[src/rtl/ifc_pkg.sv]
package ifc_pkg;

    typedef enum logic [1:0] {
        ST_IDLE  = 2'd0,
        ST_ALIGN = 2'd1,
        ST_GATE  = 2'd2,
        ST_DONE  = 2'd3
    } ifc_state_e;

    typedef enum logic [1:0] {
        SRC_NONE = 2'd0,
        SRC_AM   = 2'd1,
        SRC_FM   = 2'd2
    } ifc_src_e;

    // in_sel bit 0 is the FM-select bit, bit 1 the AM-select bit
    function automatic ifc_src_e decode_src(input logic [1:0] sel);
        ifc_src_e r;
        case (sel)
            2'b10:   r = SRC_AM;
            2'b01:   r = SRC_FM;
            default: r = SRC_NONE;
        endcase
        return r;
    endfunction

endpackage

[src/rtl/ifc_edge_sync.sv]
module ifc_edge_sync #(
    parameter int STAGES = 2
) (
    input  logic clk,
    input  logic rst_n,
    input  logic async_i,
    output logic rise_o
);
    logic [STAGES-1:0] chain_q;
    logic              last_q;

    always_ff @(posedge clk) begin
        if (!rst_n) begin
            chain_q <= '0;
            last_q  <= 1'b0;
        end else begin
            chain_q <= {chain_q[STAGES-2:0], async_i};
            last_q  <= chain_q[STAGES-1];
        end
    end

    assign rise_o = chain_q[STAGES-1] & ~last_q;

    p_rise_single_r4 : assert property (@(posedge clk) disable iff (!rst_n)
        rise_o |=> !rise_o);
endmodule

[src/rtl/ifc_halver.sv]
module ifc_halver (
    input  logic clk,
    input  logic rst_n,
    input  logic clr_i,
    input  logic edge_i,
    output logic pulse_o
);
    logic phase_q;

    always_ff @(posedge clk) begin
        if (!rst_n)      phase_q <= 1'b0;
        else if (clr_i)  phase_q <= 1'b0;
        else if (edge_i) phase_q <= ~phase_q;
    end

    assign pulse_o = edge_i & phase_q;

    // a passed pulse always leaves the halver back in its first phase
    p_half_phase_r5 : assert property (@(posedge clk) disable iff (!rst_n)
        (pulse_o && !clr_i) |=> !phase_q);
endmodule

[src/rtl/ifc_gate_fsm.sv]
module ifc_gate_fsm
    import ifc_pkg::*;
#(
    parameter int REF_BASE = 75,
    localparam int TICK_W  = $clog2(REF_BASE * 64 + 1)
) (
    input  logic       clk,
    input  logic       rst_n,
    input  logic       start_i,
    input  logic       tick_i,
    input  logic [1:0] gate_sel_i,
    input  logic [1:0] in_sel_i,
    output logic       gate_open_o,
    output logic       busy_o,
    output ifc_src_e   src_o
);
    ifc_state_e        state_q, state_n;
    logic [TICK_W-1:0] tick_cnt_q;
    logic [TICK_W-1:0] limit_q;
    logic              last_tick;

    assign last_tick = (tick_cnt_q == limit_q - TICK_W'(1));

    // next state
    always_comb begin
        state_n = state_q;
        unique case (state_q)
            ST_IDLE:  state_n = ST_IDLE;
            ST_ALIGN: if (tick_i) state_n = ST_GATE;
            ST_GATE:  if (tick_i && last_tick) state_n = ST_DONE;
            ST_DONE:  state_n = ST_DONE;
        endcase
        if (start_i) state_n = ST_ALIGN;
    end

    // state register
    always_ff @(posedge clk) begin
        if (!rst_n) state_q <= ST_IDLE;
        else        state_q <= state_n;
    end

    // window length and latched selection
    always_ff @(posedge clk) begin
        if (!rst_n) begin
            limit_q    <= '0;
            src_o      <= SRC_NONE;
            tick_cnt_q <= '0;
        end else begin
            if (start_i) begin
                limit_q <= TICK_W'(REF_BASE) << {gate_sel_i, 1'b0};
                src_o   <= decode_src(in_sel_i);
            end
            if (start_i || state_q == ST_ALIGN)
                tick_cnt_q <= '0;
            else if (state_q == ST_GATE && tick_i && !last_tick)
                tick_cnt_q <= tick_cnt_q + TICK_W'(1);
        end
    end

    // outputs
    always_comb begin
        gate_open_o = 1'b0;
        busy_o      = 1'b0;
        unique case (state_q)
            ST_IDLE:  ;
            ST_ALIGN: busy_o = 1'b1;
            ST_GATE:  begin busy_o = 1'b1; gate_open_o = 1'b1; end
            ST_DONE:  ;
        endcase
    end

    p_gate_bound_r3 : assert property (@(posedge clk) disable iff (!rst_n)
        (state_q == ST_GATE) |-> (tick_cnt_q < limit_q));
    p_close_on_tick_r3 : assert property (@(posedge clk) disable iff (!rst_n)
        (state_q == ST_GATE && !tick_i && !start_i) |=> (state_q == ST_GATE));
endmodule

[src/rtl/ifc_sat_counter.sv]
module ifc_sat_counter #(
    parameter int W = 20
) (
    input  logic         clk,
    input  logic         rst_n,
    input  logic         clr_i,
    input  logic         inc_i,
    output logic [W-1:0] cnt_o,
    output logic         ovf_o
);
    always_ff @(posedge clk) begin
        if (!rst_n || clr_i) begin
            cnt_o <= '0;
            ovf_o <= 1'b0;
        end else if (inc_i) begin
            if (&cnt_o) ovf_o <= 1'b1;
            else        cnt_o <= cnt_o + W'(1);
        end
    end

    p_no_overflow_r7 : assert property (@(posedge clk) disable iff (!rst_n)
        ovf_o |-> (&cnt_o));
    p_ovf_sticky_r7 : assert property (@(posedge clk) disable iff (!rst_n)
        (ovf_o && !clr_i) |=> ovf_o);
endmodule

[src/rtl/gated_if_counter.sv]
module gated_if_counter
    import ifc_pkg::*;
#(
    parameter int CNT_W       = 20,
    parameter int REF_BASE    = 75,
    parameter int SYNC_STAGES = 2
) (
    input  logic             clk,
    input  logic             rst_n,
    input  logic             start_i,
    input  logic [1:0]       gate_sel_i,
    input  logic [1:0]       in_sel_i,
    input  logic             ref_clk_i,
    input  logic             if_am_i,
    input  logic             if_fm_i,
    output logic [CNT_W-1:0] count_o,
    output logic             busy_o,
    output logic             ovf_o
);
    logic     ref_rise, am_rise, fm_rise, fm_half;
    logic     gate_open, count_ev;
    ifc_src_e src;

    ifc_edge_sync #(.STAGES(SYNC_STAGES)) u_ref_sync (
        .clk(clk), .rst_n(rst_n), .async_i(ref_clk_i), .rise_o(ref_rise));
    ifc_edge_sync #(.STAGES(SYNC_STAGES)) u_am_sync (
        .clk(clk), .rst_n(rst_n), .async_i(if_am_i), .rise_o(am_rise));
    ifc_edge_sync #(.STAGES(SYNC_STAGES)) u_fm_sync (
        .clk(clk), .rst_n(rst_n), .async_i(if_fm_i), .rise_o(fm_rise));

    ifc_halver u_fm_half (
        .clk(clk), .rst_n(rst_n), .clr_i(start_i),
        .edge_i(fm_rise), .pulse_o(fm_half));

    ifc_gate_fsm #(.REF_BASE(REF_BASE)) u_fsm (
        .clk(clk), .rst_n(rst_n), .start_i(start_i), .tick_i(ref_rise),
        .gate_sel_i(gate_sel_i), .in_sel_i(in_sel_i),
        .gate_open_o(gate_open), .busy_o(busy_o), .src_o(src));

    always_comb begin
        unique case (src)
            SRC_AM:  count_ev = am_rise;
            SRC_FM:  count_ev = fm_half;
            default: count_ev = 1'b0;
        endcase
    end

    ifc_sat_counter #(.W(CNT_W)) u_cnt (
        .clk(clk), .rst_n(rst_n), .clr_i(start_i),
        .inc_i(gate_open & count_ev), .cnt_o(count_o), .ovf_o(ovf_o));

    p_start_busy_r2 : assert property (@(posedge clk) disable iff (!rst_n)
        start_i |=> (busy_o && count_o == '0 && !ovf_o));
    p_hold_r8 : assert property (@(posedge clk) disable iff (!rst_n)
        (!busy_o && !start_i) |=> $stable(count_o));
    p_none_zero_r6 : assert property (@(posedge clk) disable iff (!rst_n)
        (src == SRC_NONE) |-> (count_o == '0));
endmodule

[config.mk]
export PLATFORM = sky130hd
export DESIGN_NAME = gated_if_counter
export DESIGN_NICKNAME = d
export VERILOG_FILES = /design/src/rtl/ifc_pkg.sv /design/src/rtl/ifc_edge_sync.sv /design/src/rtl/ifc_halver.sv /design/src/rtl/ifc_gate_fsm.sv /design/src/rtl/ifc_sat_counter.sv /design/src/rtl/gated_if_counter.sv
export SDC_FILE = /design/constraint.sdc
export NUM_CORES = 1
export LEC_CHECK = 0
export ABC_CLOCK_PERIOD_IN_PS = 3310
export BUFFER_PORTS_ARGS = -buffer_cell sky130_fd_sc_hd__buf_2
export CORE_MARGIN = 5
export CORE_UTILIZATION = 59
export CTS_CLUSTER_DIAMETER = 200
export DETAILED_ROUTE_END_ITERATION = 12
export PLACE_DENSITY = 0.81
export SETUP_SLACK_MARGIN = 0.02
export SYNTH_ARGS = -nofsm -noshare
export SYNTH_HDL_FRONTEND = slang
export SYNTH_HIERARCHICAL = 1
export SYNTH_SLANG_ARGS = --single-unit
[constraint.sdc]
create_clock -name clk -period 3.31 [get_ports clk]
set_input_delay 0.662 -clock clk [delete_from_list [all_inputs] [get_ports clk]]
set_output_delay 0.662 -clock clk [all_outputs]
set_load 0.01 [all_outputs]
==> results of run 1 <==
[cell usage after synthesis (9+ instances only)]
cell,number
a31oi_1,9
nand3_1,15
nor2b_1,10
ha_1,13
nand4_1,9
nand2_1,25
o21ai_0,9
o31ai_1,10
mux2i_1,13
or4_1,13
and2_1,13
a21oi_1,20
dfxtp_1,56
or3_1,9
nor2_1,15
inv_1,14
xnor2_1,9
[power groups by stage]
| stage | logic (mW) | registers, mW | clock network [mW] |
|---|---|---|---|
| 5_1_grt | 0.145 | 0.703 | 0.426 |
| 6_report | 0.131 | 0.701 | 0.380 |
| 3_5_place_dp | 0.130 | 0.717 | 0 |
| 4_1_cts | 0.130 | 0.701 | 0.401 |
| 2_1_floorplan | 0.109 | 0.709 | 0 |
| 3_3_place_gp | 0.125 | 0.716 | 0 |
[area by class of cell]
cell class / count / area [um2]
Clock buffer: 5 / 68.8
Clock inverter: 3 / 25.0
Fill cell: 424 / 1730
Inverter: 14 / 52.6
Multi-Input combinational cell: 273 / 1910
Sequential cell: 56 / 1120
Tap cell: 70 / 87.6
Timing Repair Buffer: 34 / 178
[sequential cells by signal (all words and copies together), names as in the netlist]
register            count
u_cnt/cnt_o            20
u_fsm/tick_cnt_q       13
u_fsm/limit_q           8
u_am_sync/chain_q       2
u_fm_sync/chain_q       2
u_fsm/src_o             2
u_fsm/state_q           2
u_ref_sync/chain_q      2
u_am_sync/last_q        1
u_cnt/ovf_o             1
u_fm_half/phase_q       1
u_fm_sync/last_q        1
u_ref_sync/last_q       1
[layer usage]
metal,part of all wire,GRT usage
met3,0.042,0.0375
met1,0.44,0.227
met2,0.51,0.321
met5,0,0
met4,0.0095,0.0906
[worst max path at each step]
| stage | start | endpoint | slack (ns) | cells after the start |
|---|---|---|---|---|
| floorplan | u_fsm/src_o[0] | u_cnt/cnt_o[19] | 0.83 | 8 |
| global placement | u_fsm/src_o[0] | u_cnt/cnt_o[19] | 0.78 | 7 |
| detailed placement | u_fsm/limit_q[1] | u_fsm/tick_cnt_q[4] | 0.64 | 9 |
| CTS | u_fsm/limit_q[1] | u_fsm/tick_cnt_q[4] | 0.60 | 9 |
| global route | u_fsm/limit_q[1] | u_fsm/tick_cnt_q[5] | 0.32 | 10 |
| finish | u_fsm/limit_q[1] | u_fsm/tick_cnt_q[4] | 0.57 | 9 |
[kinds of logic (layout without fill, tap and decap cells)]
| kind of cell | count (synthesis) | in the layout |
|---|---|---|
| AOI/OAI and AO/OA | 78 | 78 |
| xor gates and xnor gates | 16 | 16 |
| adders and majority gates | 13 | 13 |
| buffers and inverters | 29 | 56 |
| DFF | 56 | 56 |
| muxes | 13 | 13 |
| and+or+nand+nor | 153 | 153 |
[metrics by stage]
stage	setup slack [ns]	total power, mW	instances
floorplan	0.831	0.819	358
global placement	0.780	0.841	447
finish	0.572	1.21	455
CTS	0.598	1.23	455
global route	0.321	1.27	455
detailed placement	0.640	0.847	447
==> impl_summary.md, run 1 <==
Setup path
The depth of the worst register-to-register path is 9. STA classifies the critical path endpoint as a flop. STA puts the critical path data required time at 3.56 ns. In this run the register-to-register setup slack is 0.57 ns. The critical path goes through inv_1 > ha_1 > nor4b_1 > nand3_1 > o22ai_1 > o22ai_2 > or4_4 > a31oi_1 > a41o_1. The startpoint identified for the worst register-to-register timing path is u_fsm/limit_q[1].

Along the worst path, the maximum fanout reaches 10. The endpoint identified for the worst register-to-register timing path is u_fsm/tick_cnt_q[4]. The cell family contributing the most delay on the critical path is simple AND/OR/NAND/NOR gates. The slowest cell on the critical path is or4_4. The largest single stage delay on the critical path is 0.57 ns. Together, buffers and inverters on the worst path number 1. The kind of critical path is reg -> reg. STA puts the critical path data arrival time at 2.99 ns. The element type at the critical path start is a flop.

Timing
The sum of negative setup slack is 0 ns. Setup violations remaining at the end of the flow were counted as 0. For the pin with the worst max-slew slack, the measured transition is roughly 0.71 ns. The worst pin sits at a relative slew slack of 0.523. The worst hold slack across all endpoints is between 0.4 and 0.5 ns. In the finished design, the share of the clock period the worst path needs comes to 0.827. The final-report max-slew violation count is 0. On the final layout, the worst clock skew is 0.00810 ns. After layout, the minimum clock period comes to 2.74 ns. Setup repair after global routing left no endpoint under its margin. The maximum clock frequency is between 300 and 400 MHz.

The number of endpoints with negative hold slack in the final report was 0.

Synth
Of the total synthesized cell area, the portion taken by XOR and XNOR cells is 0.0464. The synthesized-area fraction occupied by and/or/nand/nor cells is 0.300. The total nets after synthesis is 381.

Of the post-synthesis cell area, the dominant cell type holds 0.352. The count of unique library cells instantiated by Yosys is 60. Of the synthesized area, sequential elements account for 0.352. The main combinational cell family by area after synthesis is simple AND/OR/NAND/NOR gates. For this run, asynchronously set or reset flops after synthesis account for 0. The post-synthesis adder-cell area fraction is 0.0511.

The synthesized-area fraction occupied by ao, oa, aoi and oai cells is 0.162. The cell area after synthesis is 3180 um2. The post-synthesis sequential element count is 56. Counting flops with a built-in enable in the synthesized netlist gives 0.

The number of instances in the synthesized netlist is between 300 and 400. The library cell with the largest summed area after synthesis is dfxtp_1. By area the synthesized netlist is led by dfxtp_1 35%, ha_1 5.1%, mux2i_1 4.1%.

The number of warnings reported in the yosys synthesis log is 6. Averaged over all synthesized cells, the footprint is 8.89 um2. For this run, the leading register cell type out of synthesis is dfxtp_1. Of the post-synthesis cell area, the part taken by muxes is 0.0409.

Die
The effective utilization at floorplan is 0.615. The die is 83.5 um wide. The floorplan step defined a die boundary enclosing 6960 um2. The number of rows created at floorplan is 26. In this run the vertical extent of the chip is 83.5 um. The total core area is 5170 um2. The number of top-level pins is 32.

Global route
The overall overflow remaining after global route is 0. The global router's overall resource usage is 0.189. The first-pass GRT wire length is 11200 um. Entering global routing, the biggest net connects 26 pins. The number of antenna violations at the first check in global routing is 0. The via count of the first global-routing pass came to approximately 2.6k.

Clock tree
TritonCTS built the clock tree. CTS built an H-tree with a depth of 2. The number of buffers added by the clock tree synthesis step is 5.

After clock tree synthesis, the clock-pin slew on the worst setup and hold paths is 0.10 ns. The hold-fix buffer count after cts is 0. The clock network latency to the later pin of the worst-skew pair is 0.31 ns.

The post-CTS setup buffer count is 0. The number of clock sinks is 56. The post-cts gate resize count is 0. The tree is rooted in a clkbuf_8. No sink is reached through more buffers than the 2 on the longest clock path.

Layout
In the layout the commonest cells are 56 x dfxtp_1, 31 x buf_2, 25 x nand2_1. Once layout is done, the placed cells without fillers occupy between 3000 and 4000 um2. Relative to the synthesized area, the layout overhead comes to 8.18%. Measured on the finished design, the core utilization comes to 0.666. The fraction of final layout cells with drive strength greater than 1 is 0.151. The library cell used most frequently in the layout, excluding fill and tap cells, is dfxtp_1. For this run, the post-layout net count is 407. The diode insertion count for antenna repair is 0.

Route
The ratio of routed vias to standard cells is around 6. Before antenna repair, the detailed router went through 4 iterations. The final layout contains routed wiring with a total length of 6660 um. The detailed router placed about 2.7k vias in this run.

The residual DRC count is 0. The detailed router finished its first iteration with between 100 and 150 violations. In this run the remaining antenna-violating nets after routing total 0. The routed length per placed instance is 14.6 um.

Hold path
The path with the worst hold slack has its endpoint at u_fm_sync/chain_q[1]. The worst hold path depth is 1. The worst min-delay path class is reg -> reg. The worst hold path begins at u_fm_sync/chain_q[0].

Pwr
The share of total power dissipated in the clock network is 0.314. Of the total power, the share spent switching nets is 0.258. In this run the static leakage power is 1.30 nW. VDD sags by at most 280 uV.

For this design the total switching power over the nets is 0.313 mW. The fraction of power consumed by sequential logic is 0.579. Power spread over the standard cell area amounts to 352 nW/um2. The part of the power in combinational logic is 0.108.

The internal power consumption is 0.899 mW.

Place
Input and output buffers added on the ports amount to 31. The weighted congestion reported at the end of routability-driven placement is 0.888. In this run the cell area measured after placement is 3350 um2. Detailed placement ended at an HPWL of 4920 um.

Outcome
The flow ran to the end, and the final reports show no timing, DRC or antenna violations.

Job
The count of maximum capacitance violations is 0.
Note: power is estimated with default switching activity, not from simulation.
==> run 2, diff against run 1 <==
ABC_CLOCK_PERIOD_IN_PS = 2600   (was 3310)
clock period = 2.6 ns   (was 3.31 ns; I/O delays follow)
==> run 2 against run 1 <==
Compared with the run above: critical path type unchanged; clock power rose by 31%; design area rose by 1.6%; clock skew rose by 0.0033 ns; critical endpoint is now u_fsm/tick_cnt_q[5]; total power increased by 30%; largest cell class unchanged; routed wire length up 4.2%.
==> impl_summary.md, run 2 (synthesis results as in run 1) <==
Layout
Most frequent cells in the layout: 55 x dfxtp_1, 31 x buf_2, 25 x nand2_1 (was 56 x dfxtp_1, 31 x buf_2, 25 x nand2_1). The growth of design area from synthesis to finish is 9.87% (was 8.18%). The register containing the most flip-flops in the final layout is u_cnt/cnt_o (unchanged).

The final core utilization is 0.676 (was 0.666). The diode insertion count for antenna repair is 0 (unchanged). The area of all sequential standard cells is 1120 um2 (about the same). The net count reported at finish is 413 (was 407).

The final non-filler cell total was 461 (was 455). Largest registers: u_cnt/cnt_o (20), u_fsm/tick_cnt_q (13), u_fsm/limit_q (8) (unchanged). The area used by multi-input combinational logic is 1920 um2 (was 1910 um2). The most frequent standard cell in the layout excluding fill and tap cells is dfxtp_1 (unchanged). The number of fillers in the final layout came to 413 (was 424).

The fraction of final layout cells with drive strength greater than 1 is 0.171 (was 0.151). The flip-flop count of the largest register, all copies and words added is 20 (unchanged).

Route
The routed length per placed instance was 15.0 um (was 14.6 um). The total detailed-routing wirelength is 6930 um (was 6660 um). The ratio of routed vias to standard cells is 6.03 (about the same). The first-pass detailed-route iteration total came to 4 (unchanged). The residual DRC count came to 0 (unchanged).

The via total after detailed routing is 2782 (was 2743). The violation count after the first detailed-routing iteration came to 154 (was 140). The residual antenna-violating net count after detailed routing was 0 (unchanged).

Timing
Setup repair after global routing missed its margin: true (was false). The maximum clock frequency is 411 MHz (was 365 MHz). The post-layout worst setup margin is 0.169 ns (was 0.572 ns).

The minimum clock period is 2.43 ns (was 2.74 ns). The headroom to the max-slew limit came to 0.515 (was 0.523). The clock skew is 0.0114 ns (was 0.00810 ns).

The transition time at the pin with the least slew margin came to 0.721 ns (was 0.715 ns). The final-report max-slew violation count was 0 (unchanged). The number of endpoints with negative hold slack in the final report is 0 (unchanged). The sum of negative setup slack is 0 ns (unchanged). The count of final setup violators was 0 (unchanged). The share of the clock period used by the worst path is 0.935 (was 0.827).

Global route
The number of antenna violations at the first check in global routing was 0 (unchanged). The global router's overall resource usage was 0.200 (was 0.189). The overall overflow remaining after global route came to 0 (unchanged).

The pin count of the biggest net entering global routing was 26 (unchanged). The via count of the first global-routing pass is 2644 (was 2627). The first-pass GRT wire length is 11800 um (was 11200 um).

Die
The effective utilization at floorplan is 0.615 (unchanged). The overall die width is 83.5 um (unchanged). The number of rows created at floorplan came to 26 (unchanged).

The floorplan die area was 6960 um2 (unchanged). The total core area is 5170 um2 (unchanged). The number of top-level pins was 32 (unchanged). The overall die height is 83.5 um (unchanged).

Setup path
The biggest fanout along the worst timing path is 21 (was 10). The element type at the critical path start is a flop (unchanged). The data required time at the worst endpoint was 2.85 ns (was 3.56 ns). The slowest cell on the critical path is dfxtp_1 (was or4_4).

The sort of element at the end of the critical path is a flop (unchanged). The worst endpoint data arrival time is 2.68 ns (was 2.99 ns). The sum of buffers and inverters on the critical path is 1 (unchanged). Cell chain of the critical path: nor3_1 > a211o_1 > and3_1 > o22ai_2 > nor4_2 > buf_4 > or4_1 > a21oi_1 (was inv_1 > ha_1 > nor4b_1 > nand3_1 > o22ai_1 > o22ai_2 > or4_4 > a31oi_1 > a41o_1). The kind of critical path is reg -> reg (unchanged). The longest individual stage delay on the worst path is 0.55 ns (was 0.57 ns).

The cell type group with the largest total delay on the critical path was simple AND/OR/NAND/NOR gates (unchanged).

Outcome
Result of the run: finished clean (unchanged).

Pwr
The post-layout total power is 1.57 mW (was 1.21 mW). The areal power density over the cells was 449 nW/um2 (was 352 nW/um2). The leakage component of the power came to 1.32 nW (was 1.30 nW). The maximum VDD drop is 321 uV (was 280 uV).

Clock tree
The deepest clock path buffer count came to 2 (unchanged). The hold-fix buffer count after cts was 0 (unchanged). The clock tree from TritonCTS was built (unchanged). The number of clock sinks came to 56 (unchanged).

The number of levels the H-tree was split into came to 2 (unchanged). The cell at the root of the clock tree is clkbuf_8 (unchanged). The clock slew at the register clock pins of the worst setup and hold paths is 0.11 ns (was 0.10 ns). The clock network latency to the later pin of the worst-skew pair came to 0.32 ns (was 0.31 ns). The number of buffers added by the clock tree synthesis step came to 5 (unchanged).

Place
The total half-perimeter wirelength after legalization and detailed placement is 5000 um (was 4920 um). The setup slack at placement is 0.0866 ns (was 0.640 ns). The number of placed instances, taps included is 452 (was 447). The number of port buffers is 31 (unchanged). The weighted congestion reported at the end of routability-driven placement came to 0.909 (was 0.888).

Job
The count of maximum capacitance violations is 0 (unchanged).

Hold path
The worst min-delay path class is in -> reg (was reg -> reg).
[run 2: cell types whose count changed in the layout (fill, tap and decap cells not counted), sizes merged]
cell / change
inv: -2
buf: +6
clkinv: +1
clkinvlp: +1
[run 2: routing by layer]
layer	routed length [um]	global-route usage	part of all wire
met5	0	0	0
met4	87	0.0658	0.013
met3	297	0.0375	0.043
met2	3370	0.345	0.49
met1	3180	0.251	0.46
[run 2: final timing paths]
check	from	slack, ns	depth (start not counted)	to
setup / recovery	u_fsm/limit_q[7]	0.17	8	u_fsm/tick_cnt_q[5]
hold / removal	if_am_i	0.40	2	u_am_sync/chain_q[0]
hold reg to reg	u_am_sync/chain_q[0]	0.44	1	u_am_sync/chain_q[1]
setup reg to reg	u_fsm/limit_q[7]	0.17	8	u_fsm/tick_cnt_q[5]
[run 2: metrics by stage]
stage | area [um2] | hold slack [ns]
2_1_floorplan | 3180 | 0.406
3_3_place_gp | 3390 | 0.413
3_5_place_dp | 3390 | 0.413
4_1_cts | 3480 | 0.391
5_1_grt | 3500 | 0.384
6_report | 3500 | 0.396
[run 2: cell type report]
cell class                 instances  area share
multi-input combinational        273       0.549
clock buffer                       5      0.0197
clock inverter                     3     0.00680
inverter                          14      0.0150
timing repair buffer              40      0.0637
tap                               70      0.0250
sequential                        56       0.321
[run 2: power by group]
group | switching (mW) | leakage (nW) | total [mW] | internal [mW]
registers | 0.0175 | 0.455 | 0.891 | 0.873
clock network | 0.307 | 0.0404 | 0.499 | 0.192
logic | 0.0978 | 0.829 | 0.181 | 0.0828
total | 0.423 | 1.32 | 1.57 | 1.15
[run 2: timing repair]
action | in CTS | in global routing
gates resized for setup | 0 | 3
setup buffers | 0 | 1
setup endpoints to repair | 0 | 11
